--- config.mk ---
export PLATFORM = sky130hd
export DESIGN_NAME = ircap_rx
export DESIGN_NICKNAME = d
export VERILOG_FILES = /design/src/rtl/ircap_pkg.sv /design/src/rtl/ircap_filter.sv /design/src/rtl/ircap_timer.sv /design/src/rtl/ircap_fifo.sv /design/src/rtl/ircap_rx.sv
export SDC_FILE = /design/constraint.sdc
export NUM_CORES = 1
export LEC_CHECK = 0
export ABC_AREA = 1
export BUFFER_PORTS_ARGS = -buffer_cell sky130_fd_sc_hd__buf_2
export CAP_MARGIN = 10
export CORE_AREA = 3 3 151 153
export DETAILED_ROUTE_END_ITERATION = 8
export DIE_AREA = 0 0 154 156
export PLACE_DENSITY_LB_ADDON = 0.05
export RECOVER_POWER = 50
export SLEW_MARGIN = 0
export SYNTH_ARGS = -nofsm -noshare
export SYNTH_HDL_FRONTEND = slang
export SYNTH_SLANG_ARGS = --single-unit
--- constraint.sdc ---
create_clock -name clk -period 5.48 [get_ports clk]
set_clock_uncertainty 0.05 [all_clocks]
set_input_delay 1.096 -clock clk [delete_from_list [all_inputs] [get_ports clk]]
set_output_delay 1.096 -clock clk [all_outputs]
set_load 0.02 [all_outputs]
--- src/rtl/ircap_pkg.sv ---
package ircap_pkg;
  localparam int ENTRY_W = 17;
  localparam int FIELD_W = 16;
  localparam logic [ENTRY_W-1:0] TMO_MARK = '1;

  typedef struct packed {
    logic               level;
    logic [FIELD_W-1:0] width;
  } ircap_entry_t;
endpackage

--- src/rtl/ircap_filter.sv ---
module ircap_filter #(
  parameter int FILT_W = 16
) (
  input  logic              clk,
  input  logic              rst_n,
  input  logic              raw,
  input  logic [FILT_W-1:0] filt_count,
  output logic              level
);
  logic [FILT_W-1:0] run_cnt;

  always_ff @(posedge clk or negedge rst_n) begin
    if (!rst_n) begin
      level   <= 1'b0;
      run_cnt <= '0;
    end else if (raw == level) begin
      run_cnt <= '0;
    end else if (run_cnt >= filt_count) begin
      level   <= raw;
      run_cnt <= '0;
    end else begin
      run_cnt <= run_cnt + FILT_W'(1);
    end
  end

  // with the filter off, a change reaches the output one edge later
  a_r4_zero_passes: assert property (@(posedge clk) disable iff (!rst_n)
    (filt_count == '0 && raw != level) |=> (level == $past(raw)));
endmodule

--- src/rtl/ircap_timer.sv ---
module ircap_timer
  import ircap_pkg::*;
#(
  parameter int TMR_W = 18,
  parameter int DIV_W = 16
) (
  input  logic             clk,
  input  logic             rst_n,
  input  logic             rx_en,
  input  logic             level,
  input  logic [1:0]       edge_sel,
  input  logic [DIV_W-1:0] clk_div,
  input  logic             no_ovf_load,
  output logic             push,
  output ircap_entry_t     push_data,
  output logic             busy,
  output logic             tmo_evt
);
  logic             prev_level;
  logic             running;
  logic [TMR_W-1:0] timer;
  logic [DIV_W-1:0] presc;
  logic             rise, fall, hit, tick, ovf;

  assign rise    = level & ~prev_level;
  assign fall    = ~level & prev_level;
  assign hit     = rx_en && ((edge_sel[0] && fall) || (edge_sel[1] && rise));
  assign tick    = running && (presc == '0);
  assign ovf     = rx_en && tick && (timer == '1) && !hit;
  assign tmo_evt = ovf;
  assign busy    = running;

  always_comb begin
    push = (hit && running) || (ovf && !no_ovf_load);
    if (hit) begin
      push_data.level = prev_level;
      push_data.width = FIELD_W'(timer >> 2);
    end else begin
      push_data = TMO_MARK;
    end
  end

  always_ff @(posedge clk or negedge rst_n) begin
    if (!rst_n) begin
      prev_level <= 1'b0;
      running    <= 1'b0;
      timer      <= '0;
      presc      <= '0;
    end else begin
      prev_level <= level;
      if (!rx_en) begin
        running <= 1'b0;
        timer   <= '0;
        presc   <= '0;
      end else if (hit) begin
        running <= 1'b1;
        timer   <= '0;
        presc   <= clk_div;
      end else if (ovf) begin
        running <= 1'b0;
        timer   <= '0;
      end else if (tick) begin
        timer <= timer + TMR_W'(1);
        presc <= clk_div;
      end else if (running) begin
        presc <= presc - DIV_W'(1);
      end
    end
  end

  // a disabled receiver never keeps a measurement running
  a_r5_idle_when_off: assert property (@(posedge clk) disable iff (!rst_n)
    !rx_en |=> !busy);
  // a timeout ends the measurement
  a_r6_tmo_stops: assert property (@(posedge clk) disable iff (!rst_n)
    tmo_evt |=> !busy);
endmodule

--- src/rtl/ircap_fifo.sv ---
module ircap_fifo #(
  parameter int DEPTH = 8,
  parameter int W     = 17,
  localparam int AW   = (DEPTH > 1) ? $clog2(DEPTH) : 1,
  localparam int CW   = $clog2(DEPTH + 1)
) (
  input  logic          clk,
  input  logic          rst_n,
  input  logic          en,
  input  logic          push,
  input  logic [W-1:0]  wdata,
  input  logic          pop,
  output logic [W-1:0]  rdata,
  output logic [CW-1:0] count,
  output logic          drop
);
  logic [W-1:0]  mem [DEPTH];
  logic [AW-1:0] wp, rp;
  logic          full, do_push, do_pop;

  function automatic logic [AW-1:0] step(input logic [AW-1:0] p);
    return (p == AW'(DEPTH - 1)) ? '0 : p + AW'(1);
  endfunction

  assign full    = (count == CW'(DEPTH));
  assign do_pop  = en && pop && (count != '0);
  assign do_push = en && push && (!full || do_pop);
  assign drop    = en && push && full && !do_pop;
  assign rdata   = mem[rp];

  always_ff @(posedge clk or negedge rst_n) begin
    if (!rst_n) begin
      wp    <= '0;
      rp    <= '0;
      count <= '0;
    end else if (!en) begin
      wp    <= '0;
      rp    <= '0;
      count <= '0;
    end else begin
      if (do_push) wp <= step(wp);
      if (do_pop)  rp <= step(rp);
      case ({do_push, do_pop})
        2'b10:   count <= count + CW'(1);
        2'b01:   count <= count - CW'(1);
        default: count <= count;
      endcase
    end
  end

  always_ff @(posedge clk) begin
    if (do_push) mem[wp] <= wdata;
  end

  // a dropped write leaves the fill level untouched
  a_r7_drop_keeps_level: assert property (@(posedge clk) disable iff (!rst_n)
    drop |=> (count == $past(count)));
  // fill level never exceeds the depth
  a_r7_level_bound: assert property (@(posedge clk) disable iff (!rst_n)
    count <= CW'(DEPTH));
endmodule

--- src/rtl/ircap_rx.sv ---
module ircap_rx
  import ircap_pkg::*;
#(
  parameter int TMR_W  = 18,
  parameter int DIV_W  = 16,
  parameter int FILT_W = 16,
  parameter int DEPTH  = 8
) (
  input  logic              clk,
  input  logic              rst_n,
  input  logic              ir_in,
  input  logic              rx_en,
  input  logic              fifo_en,
  input  logic [1:0]        edge_sel,
  input  logic [FILT_W-1:0] filt_count,
  input  logic [DIV_W-1:0]  clk_div,
  input  logic              no_ovf_load,
  input  logic              wm_not_empty,
  input  logic              ie_ovr,
  input  logic              ie_tmo,
  input  logic              ie_srq,
  output logic [31:0]       rd_data,
  output logic              rd_valid,
  input  logic              rd_ready,
  output logic              busy,
  output logic              tmo_flag,
  output logic              ovr_flag,
  output logic              srq,
  output logic              irq
);
  localparam int CW   = $clog2(DEPTH + 1);
  localparam int HALF = DEPTH / 2;

  logic         s_meta, s_sync, level;
  logic         push, tmo_evt, drop;
  ircap_entry_t push_data;
  logic [ENTRY_W-1:0] head;
  logic [CW-1:0]      count;

  always_ff @(posedge clk or negedge rst_n) begin
    if (!rst_n) begin
      s_meta <= 1'b0;
      s_sync <= 1'b0;
    end else begin
      s_meta <= ir_in;
      s_sync <= s_meta;
    end
  end

  ircap_filter #(.FILT_W(FILT_W)) u_filt (
    .clk(clk), .rst_n(rst_n), .raw(s_sync), .filt_count(filt_count), .level(level)
  );

  ircap_timer #(.TMR_W(TMR_W), .DIV_W(DIV_W)) u_tmr (
    .clk(clk), .rst_n(rst_n), .rx_en(rx_en), .level(level), .edge_sel(edge_sel),
    .clk_div(clk_div), .no_ovf_load(no_ovf_load), .push(push),
    .push_data(push_data), .busy(busy), .tmo_evt(tmo_evt)
  );

  ircap_fifo #(.DEPTH(DEPTH), .W(ENTRY_W)) u_fifo (
    .clk(clk), .rst_n(rst_n), .en(fifo_en), .push(push), .wdata(push_data),
    .pop(rd_ready), .rdata(head), .count(count), .drop(drop)
  );

  always_ff @(posedge clk or negedge rst_n) begin
    if (!rst_n) begin
      tmo_flag <= 1'b0;
      ovr_flag <= 1'b0;
    end else begin
      if (!rx_en)        tmo_flag <= 1'b0;
      else if (tmo_evt)  tmo_flag <= 1'b1;
      if (!fifo_en)      ovr_flag <= 1'b0;
      else if (drop)     ovr_flag <= 1'b1;
    end
  end

  assign rd_valid = (count != '0);
  assign rd_data  = rd_valid ? {14'd0, 1'b1, head} : 32'd0;
  assign srq      = wm_not_empty ? (count != '0) : (count >= CW'(HALF));
  assign irq      = (ovr_flag & ie_ovr) | (tmo_flag & ie_tmo) | (srq & ie_srq);

  // overrun survives reads while the FIFO stays enabled
  a_r9_ovr_sticky: assert property (@(posedge clk) disable iff (!rst_n)
    (ovr_flag && fifo_en) |=> ovr_flag);
  // timeout survives while the receiver stays enabled
  a_r10_tmo_sticky: assert property (@(posedge clk) disable iff (!rst_n)
    (tmo_flag && rx_en) |=> tmo_flag);
endmodule

; ---- Word level (Yosys, flattened, before mapping)
; Memories as Yosys holds them, arrays and structs flattened.
; Cells that the tools add are included.
[totals]
mem_count = 1
input_bits = 45
ramBits = 136
wordCells = 106
ff_bits = 67
out_inout_bits = 38
[mem_list]
columns = name, words, word_bits, rd, rd_ports_with_merged_regs, write_ports, line
row1 = u_fifo.mem, 8, 17, 1, 0, 1, ircap_fifo.sv:17  ; logic [W-1:0] mem [DEPTH];
[classes]
n_eq_ne = 16
muxes = 31
reduce_logical = 26
order_cmp = 2
addsub = 7
n_bitwise = 10
[op_table]
columns = operator, n
row1 = 2-to-1 mux 16 bit, 7
row2 = 2-to-1 mux 18 bit, 5
row3 = adder 18 x 1 -> 18 bit (second input constant), 1
row4 = == test 18 bit (second input constant), 1
row5 = 2-to-1 mux 3 bit, 6
row6 = 2-to-1 mux 17 bit, 1
row7 = adder 16 x 1 -> 16 bit (second input constant), 1
row8 = >= comparator 16 bit, 1
row9 = logical NOT 16 bit, 1
row10 = subtractor 16 x 1 -> 16 bit (second input constant), 1
row11 = logical AND 1 bit, 15
row12 = 2-to-1 mux 1 bit, 10
row13 = != test 2 x 1 -> 1 bit (second input constant), 4
row14 = != test 4 x 1 -> 1 bit (second input constant), 2
row15 = case mux 4 bit (2 select lines), 1
row16 = adder 3 x 1 -> 3 bit (second input constant), 2
row17 = == test 3 bit (second input constant), 2
row18 = != test 3 x 1 -> 1 bit (second input constant), 2
row19 = bitwise AND 1 bit, 5
row20 = adder 4 x 1 -> 4 bit (second input constant), 1
row21 = == test 4 bit (second input constant), 1
row22 = >= comparator 4 x 3 -> 1 bit (second input constant), 1
row23 = logical NOT 1 bit, 4
row24 = 2-to-1 mux 4 bit, 1
row25 = other kinds (10), 16

; ---- Longest topological paths before layout
; Gate-level depths: netlist (run 1).
[depth]
ltp_word = 14
ltp_mapped = 19
ltp_nobuf = 19

; ---- Cells and area by module
; A second synthesis (run 1) with hierarchy kept.
[unflattened]
hier_cells = 1121
hier_area_um2 = 10557.6
[by_module_without_submodules]
columns = module, seq_area_each_um2, n_inst, area_each_um2, cells_per_inst
row1 = ircap_fifo, 4334.2, 1, 6023.3, 485
row2 = ircap_timer, 900.9, 1, 2730.1, 410
row3 = ircap_filter, 425.4, 1, 1315.0, 172
row4 = ircap_rx, 100.1, 1, 489.2, 54

; ---- Worst setup path before layout (run 1)
; Ideal clock, no wire load.
[synth_timing]
path_kind = input-to-reg
start = in edge_sel[0]
end = mem u_fifo.mem[2][0], enable pin
path_buffers = 0
cell_stages = 9
slack_ns = 1.806
arrival_time_ns = 3.211
required_time_ns = 5.017
cell_sequence = nand3_1 and2_1 nor2_4 nand2_1 nand2_2 nand2_1 nor2_4 nand2_2 nor3_1
[synth_between]
elab_chain_len = 11
elab_cells_between_ends = 12
[synth_rtl]
columns = item, line
row1 = "start, declared", ircap_rx.sv:14  ; input logic [1:0] edge_sel,
row2 = logical AND 1 bit (*), ircap_timer.sv:27  ; assign hit = rx_en && ((edge_sel[0] && fall) || (edge_sel[1] && rise));
row3 = logical OR 1 bit (*), ircap_timer.sv:27
row4 = logical AND 1 bit (*), ircap_timer.sv:27
row5 = logical NOT 1 bit, ircap_timer.sv:29  ; assign ovf = rx_en && tick && (timer == '1) && !hit;
row6 = logical AND 1 bit, ircap_timer.sv:29
row7 = logical AND 1 bit, ircap_timer.sv:34  ; push = (hit && running) || (ovf && !no_ovf_load);
row8 = logical OR 1 bit (*), ircap_timer.sv:34
row9 = logical AND 1 bit (*) (2 in series), ircap_fifo.sv:27  ; assign do_push = en && push && (!full || do_pop);
row10 = 2-to-1 mux 1 bit (*), ircap_fifo.sv:52  ; if (do_push) mem[wp] <= wdata;
row11 = 2-to-1 mux 1 bit (implied by the code) (*), ircap_fifo.sv:52
row12 = "end, declared", ircap_fifo.sv:17
; Mark *: on every way between the ends. The rest lies on a longest branch, timed or not.

; ---- Worst setup path in the final report (run 1)
[layout_timing]
start = reg u_fifo.rp[1]
end = out rd_data[8]
[layout_between]
elab_chain_len = 2
[layout_rtl]
columns = item, line
row1 = "start, declared", ircap_fifo.sv:18  ; logic [AW-1:0] wp, rp;
row2 = "start signal, assigned", ircap_fifo.sv:42  ; if (do_pop) rp <= step(rp);
row3 = memory (8 x 17 bit), --
row4 = 2-to-1 mux 18 bit, ircap_rx.sv:78  ; assign rd_data = rd_valid ? {14'd0, 1'b1, head} : 32'd0;
row5 = "end, declared", ircap_rx.sv:22  ; output logic [31:0] rd_data,
; No other way between the ends.

==> metrics.csv, run 1 <==
stage,metric,value,unit
floorplanning,die_x,154,um
cells_and_area,drive_above_1_share,12.7,%
placement,gp_congestion,0.799,
cells_and_area,finalInstanceArea,11000,sq um
sta,tightest_slew,2460,ps
clock_network,worstSkewPairLatency,500,ps
placement,place_hpwl,14700,um
synth,synth-seq-area-share,59.5,%
placement,io_buffer_count,68,
synth,ys_ff_latch,203,
sta,finalCriticalPeriod,3850,ps
sta,slew_headroom,-63.8,%
sta,fin_crit_sh,70.2,%
clock_network,clockBufferDepth,3,
synth,ys_types,37,
global_route,overflow,0,
critical_path,r2r_start,u_filt.level$_DFFE_PN0P_,
run,maxCapViolations,1,
sta,hold_viol_final,0,
status,outcome,finished with violations,
clock_network,cts_tree,yes,
power_and_ir_drop,p_leak,4.58,nW
floorplanning,io_pins,83,
drt,wl_per_cell,16.9,um
floorplanning,start_util,44.6,%
drt,drcViolationCount,0,
floorplanning,rows,54,
synth,synth_area_per_cell,9.87,sq um
clock_network,hold_buffers,0,
critical_path,critPathCaptureType,output port,
global_route,first_global_vias,6906,
critical_path,crit_arrival,2700,ps
power_and_ir_drop,powerDensity,419,nW/um^2
critical_path,cp.required,4330,ps
drt,drtAntennaViolNets,0,
status,violations,"capacitance limit, slew limit",
synth,ys.warnings.count,0,
floorplanning,die-area,24000,sq um
cells_and_area,num_antenna_cells,0,
critical_path,path_class,flip-flop to output port,
sta,setup_violations,0,
clock_network,h-tree-depth,1,
floorplanning,coreArea,21700,sq um
power_and_ir_drop,ir_drop,0.000250,V
clock_network,clock-sinks,203,
hold_path,hp-start,s_meta$_DFF_PN0_,
synth,syn_inst,980,
drt,drtIter0Drc,446,
cells_and_area,nFillCells,2046,
drt,wirelength,22700,um
hold_path,min_path_type,flip-flop to flip-flop,
sta,rsz0062_at_grt,no,
sta,finalMaxSlewViolations,45,
drt,via_per_inst,5.18,
clock_network,path_clk_slew,60,ps
sta,final.setup.tns,0,ps
drt,first_pass_iters,4,
cells_and_area,final_nets,1123,
critical_path,cp-start-kind,flip-flop,
global_route,grt_pass1_wl,37000,um
clock_network,clockRootBuffer,clkbuf_16,
synth,synth_area,9680,sq um
clock_network,numCtsBuffers,23,
critical_path,critPathMaxFanout,24,
sta,max_freq,260,MHz
global_route,grt_max_degree,71,
clock_network,post_cts_resized,0,
global_route,antenna_found_initial,0,
cells_and_area,area_delta_synth_final,13.4,%
global_route,track_usage,19.1,%
placement,placedInstanceArea,10300,sq um
drt,vias,6972,
clock_network,postCtsSetupRepairBufs,0,
critical_path,critPathLaunch,u_fifo.rp[1]$_DFFE_PN0P_,
floorplanning,die_y,156,um
[power by group]
group          total [mW]  switching [mW]  internal [mW]
registers            1.75          0.0634           1.69
logic                1.43           0.959          0.469
clock network        1.42           0.593          0.830
[kinds of logic after synthesis]
group | after synthesis | share of synthesized area [%]
AO/OA/AOI/OAI | 195 | 11.0
adder cells (fa/ha/maj) | 27 | 3.57
flip-flops | 203 | 59.5
XOR/XNOR | 28 | 2.53
buffers and inverters | 131 | 5.74
AND/OR/NAND/NOR | 395 | 17.6
other | 1 | 0.0388
[critical path, cell delays in order, from the launching register on]
cell,delay (ps)
dfrtp_1,370
inv_1,660
buf_4,340
o21ai_0,110
o22ai_1,120
o21ai_0,100
a31oi_1,270
buf_2,210
[placed cells by master, fill, tap and decap left out, drive strengths merged, types with 23 or more instances in the layout]
master,count
a21oi,26
buf,77
clkbuf,36
dfrtp,67
edfxtp,136
ha,26
inv,82
nand2,124
nand3,39
nor2,182
nor3,23
o21ai,117
o22ai,24
[through the flow]
step / util [%] / worst slack (ps) / std cells / power (mW) / hold WS [ps]
after detailed placement: 47.6 / 1800 / 1306 / 3.23 / 291
after floorplan: - / 1810 / 993 / 2.83 / 281
after global placement: 47.6 / 1830 / 1306 / 3.23 / 283
after global routing: 50.6 / 1110 / 1346 / 4.91 / 310
after CTS: 50.7 / 1580 / 1346 / 4.66 / 297
final: 50.6 / 1630 / 1346 / 4.60 / 294
[worst paths after layout]
kind / end / slack, ps / depth (start not counted)
max: rd_data[8] / 1630 / 7
min: s_sync$_DFF_PN0_ / 290 / 0
max reg2reg: u_fifo.mem[2][13]$_DFFE_PP_ / 1910 / 11
min reg2reg: s_sync$_DFF_PN0_ / 290 / 0
max in group asynchronous: u_fifo.rp[0]$_DFFE_PN0P_ / 1820 / 2
min in group asynchronous: u_tmr.presc[8]$_DFFE_PN0P_ / 1300 / 1
[Yosys cell counts]
cell / n / area (sq um)
a21oi_1: 26 / 130
a22o_1: 1 / 8.76
a22oi_1: 1 / 7.51
a31oi_1: 18 / 113
and2_1: 1 / 6.26
buf_1: 3 / 11.3
buf_2: 6 / 30.0
buf_4: 15 / 113
clkbuf_1: 25 / 93.8
conb_1: 1 / 3.75
dfrtp_1: 67 / 1680
edfxtp_1: 136 / 4080
fa_1: 1 / 20.0
ha_1: 26 / 325
inv_1: 79 / 297
inv_2: 3 / 11.3
nand2_1: 117 / 439
nand2_2: 7 / 43.8
nand3_1: 35 / 175
nand3_2: 4 / 40.0
nand3b_1: 1 / 7.51
nand4_1: 15 / 93.8
nor2_1: 177 / 664
nor2_2: 2 / 12.5
nor2_4: 3 / 33.8
nor3_1: 22 / 110
nor3_4: 1 / 16.3
nor4_1: 4 / 25.0
o211ai_1: 6 / 45.0
o21ai_0: 113 / 566
o21ai_1: 4 / 20.0
o22ai_1: 24 / 150
o31ai_1: 1 / 7.51
o31ai_2: 1 / 12.5
or2_2: 6 / 37.5
xnor2_1: 8 / 70.1
xor2_1: 20 / 175
[sequential cells by signal, indices dropped and copies added, names as in the netlist]
register / count
u_fifo.mem: 136
u_tmr.timer: 18
u_filt.run_cnt: 16
u_tmr.presc: 16
u_fifo.count: 4
u_fifo.rp: 3
u_fifo.wp: 3
ovr_flag: 1
s_meta: 1
s_sync: 1
tmo_flag: 1
u_filt.level: 1
u_tmr.busy: 1
u_tmr.prev_level: 1
[area by class of cell]
class / count / area [sq um] / area share [%]
flip-flops and latches: 203 / 5760 / 52.5
clock inverters: 9 / 71.3 / 0.650
clock buffers: 31 / 616 / 5.61
multi-input cells: 659 / 3430 / 31.2
well taps: 280 / 350 / 3.19
inverters: 82 / 308 / 2.81
repair buffers: 82 / 437 / 3.98
[layer usage]
layer | up-vias | GRT usage, % | wire length [um]
met2 | 127 | 33.3 | 11100
li1 | 3487 | - | -
met3 | 23 | 2.55 | 807
met4 | 0 | 4.04 | 353
met5 | - | 0 | 0
met1 | 3335 | 25.9 | 10400
(Power assumes the default switching activity.)
==> inputs of run 2 (changes only) <==
==> constraint.sdc (replaced) <==
create_clock -name clk -period 3.98 [get_ports clk]
set_clock_uncertainty 0.05 [all_clocks]
set_input_delay 0.796 -clock clk [delete_from_list [all_inputs] [get_ports clk]]
set_output_delay 0.796 -clock clk [all_outputs]
set_load 0.02 [all_outputs]
==> run 2 against run 1 <==
  * The flow still finishes with violations (capacitance limit, slew limit)
  * Sequential share of layout area shrank 0.55 points
  * Sequential cell count is the same
  * Utilization grew 0.54 points
  * First-iteration DRC count shrank 28%
  * Worst setup slack lost 1100 ps
  * Critical path type unchanged
  * Critical endpoint is now rd_data[16]
==> metrics.csv, run 2 (same netlist as run 1, synthesis figures left out) <==
stage,metric,value,unit,change
floorplanning,die-area,24000,sq um,unchanged
global_route,grt_pass1_wl,35400,um,was 37000 um
clock_network,cts_tree,yes,,unchanged
sta,hold_viol_final,0,,unchanged
critical_path,critPathLaunch,u_fifo.rp[0]$_DFFE_PN0P_,,was u_fifo.rp[1]$_DFFE_PN0P_
drt,drcViolationCount,0,,unchanged
clock_network,post_cts_resized,0,,unchanged
placement,place_inst,1308,,was 1306
clock_network,path_clk_slew,60,ps,about the same
drt,drtIter0Drc,320,,was 446
global_route,grt_max_degree,50,,was 71
critical_path,crit_arrival,2640,ps,was 2700 ps
clock_network,clockBufferDepth,3,,unchanged
placement,gp_congestion,0.794,,was 0.799
cells_and_area,regArea,5760,sq um,unchanged
drt,wl_per_cell,16.1,um,was 16.9 um
cells_and_area,final_nets,1125,,was 1123
clock_network,postCtsSetupRepairBufs,0,,unchanged
power_and_ir_drop,ir_drop,0.000357,V,was 0.000250 V
cells_and_area,layout_commonest_cell,nor2_1,,unchanged
critical_path,cp.required,3130,ps,was 4330 ps
sta,fin_crit_sh,87.7,%,
placement,place_hpwl,13800,um,was 14700 um
floorplanning,start_util,44.6,%,unchanged
cells_and_area,multiInputGateArea,3440,sq um,was 3430 sq um
critical_path,path_class,flip-flop to output port,,unchanged
clock_network,numCtsBuffers,23,,unchanged
clock_network,clockRootBuffer,clkbuf_16,,unchanged
status,violations,"capacitance limit, slew limit",,unchanged
cells_and_area,final_util,51.1,%,was 50.6%
cells_and_area,regMostFlops,u_fifo.mem,,unchanged
cells_and_area,mostFrequentLayoutCells,"nor2_1, edfxtp_1, nand2_1, o21ai_0, inv_1",,unchanged
sta,finalCriticalPeriod,3490,ps,
power_and_ir_drop,powerDensity,582,nW/um^2,was 419 nW/um^2
sta,tightest_slew,1720,ps,was 2460 ps
drt,wirelength,21700,um,was 22700 um
global_route,track_usage,18.1,%,was 19.1%
critical_path,ff2ff_setup_slack,690,ps,was 1910 ps
floorplanning,coreArea,21700,sq um,unchanged
cells_and_area,drive_above_1_share,13.3,%,was 12.7%
placement,placedInstanceArea,10400,sq um,was 10300 sq um
sta,max_freq,287,MHz,
clock_network,h-tree-depth,1,,unchanged
sta,finalMaxSlewViolations,28,,was 45
global_route,overflow,0,,unchanged
cells_and_area,largest_reg_flops,136,,unchanged
sta,slew_headroom,-14.4,%,was -63.8%
sta,final.setup.tns,0,ps,unchanged
critical_path,critPathCaptureType,output port,,unchanged
drt,vias,6921,,was 6972
critical_path,cp-start-kind,flip-flop,,unchanged
clock_network,clock-sinks,203,,unchanged
drt,via_per_inst,5.13,,was 5.18
floorplanning,rows,54,,unchanged
cells_and_area,area_delta_synth_final,14.6,%,was 13.4%
drt,first_pass_iters,4,,unchanged
sta,setup_violations,0,,unchanged
critical_path,r2r_start,u_tmr.presc[0]$_DFFE_PN0P_,,was u_filt.level$_DFFE_PN0P_
status,outcome,finished with violations,,unchanged
cells_and_area,num_antenna_cells,0,,unchanged
drt,drtAntennaViolNets,0,,unchanged
power_and_ir_drop,p_leak,4.64,nW,was 4.58 nW
cells_and_area,fin_cells,1350,,was 1346
floorplanning,die_x,154,um,unchanged
floorplanning,io_pins,83,,unchanged
floorplanning,die_y,156,um,unchanged
global_route,antenna_found_initial,0,,unchanged
sta,rsz0062_at_grt,no,,unchanged
clock_network,hold_buffers,0,,unchanged
cells_and_area,nFillCells,2010,,was 2046
run,maxCapViolations,1,,unchanged
clock_network,worstSkewPairLatency,510,ps,was 500 ps
hold_path,min_path_type,flip-flop to flip-flop,,unchanged
placement,io_buffer_count,68,,unchanged
hold_path,hp-start,s_meta$_DFF_PN0_,,unchanged
cells_and_area,reg_top3,"u_fifo.mem x136, u_tmr.timer x18",,unchanged
cells_and_area,finalInstanceArea,11100,sq um,was 11000 sq um
global_route,first_global_vias,6739,,was 6906
critical_path,critPathMaxFanout,49,,was 24
==> run 2: where the power goes <==
part           switching (mW)  internal [mW]
combinational            1.27          0.660
sequential              0.121           2.32
clock                   0.824           1.26
==> run 2: final cells by class <==
cell class / count / area share, %
clock inverter: 8 / 0.914
timing repair buffer: 84 / 4.30
tap: 280 / 3.16
multi-input combinational: 659 / 31.0
inverter: 82 / 2.78
clock buffer: 34 / 5.84
sequential: 203 / 52.0
==> run 2: worst max-delay path: stages, from the launching register on <==
cell,delay (ps)
dfrtp_2,640
buf_4,510
o21ai_0,170
o22ai_1,160
o21ai_0,90
a31oi_1,320
buf_2,230
==> run 2: metrics by stage <==
stage          power (mW)  hold slack, ps  setup slack (ps)
3_3_place_gp         4.43             284               998
5_1_grt              6.87             320               313
2_1_floorplan        3.90             281               606
4_1_cts              6.53             299               495
6_report             6.45             297               491
3_5_place_dp         4.44             287               910
==> run 2: final timing paths <==
check / to / depth (start not counted)
max: rd_data[16] / 6
min: s_sync$_DFF_PN0_ / 0
max reg2reg: u_fifo.count[3]$_DFFE_PN0P_ / 19
min reg2reg: s_sync$_DFF_PN0_ / 0
max in group asynchronous: u_fifo.rp[0]$_DFFE_PN0P_ / 1
min in group asynchronous: u_tmr.timer[6]$_DFFE_PN0P_ / 1
==> run 2: metal layers <==
layer | global-route usage [%] | wire length, um
met3 | 2.36 | 659
met4 | 3.70 | 323
met5 | 0 | 0
met2 | 30.9 | 10400
met1 | 25.1 | 10400
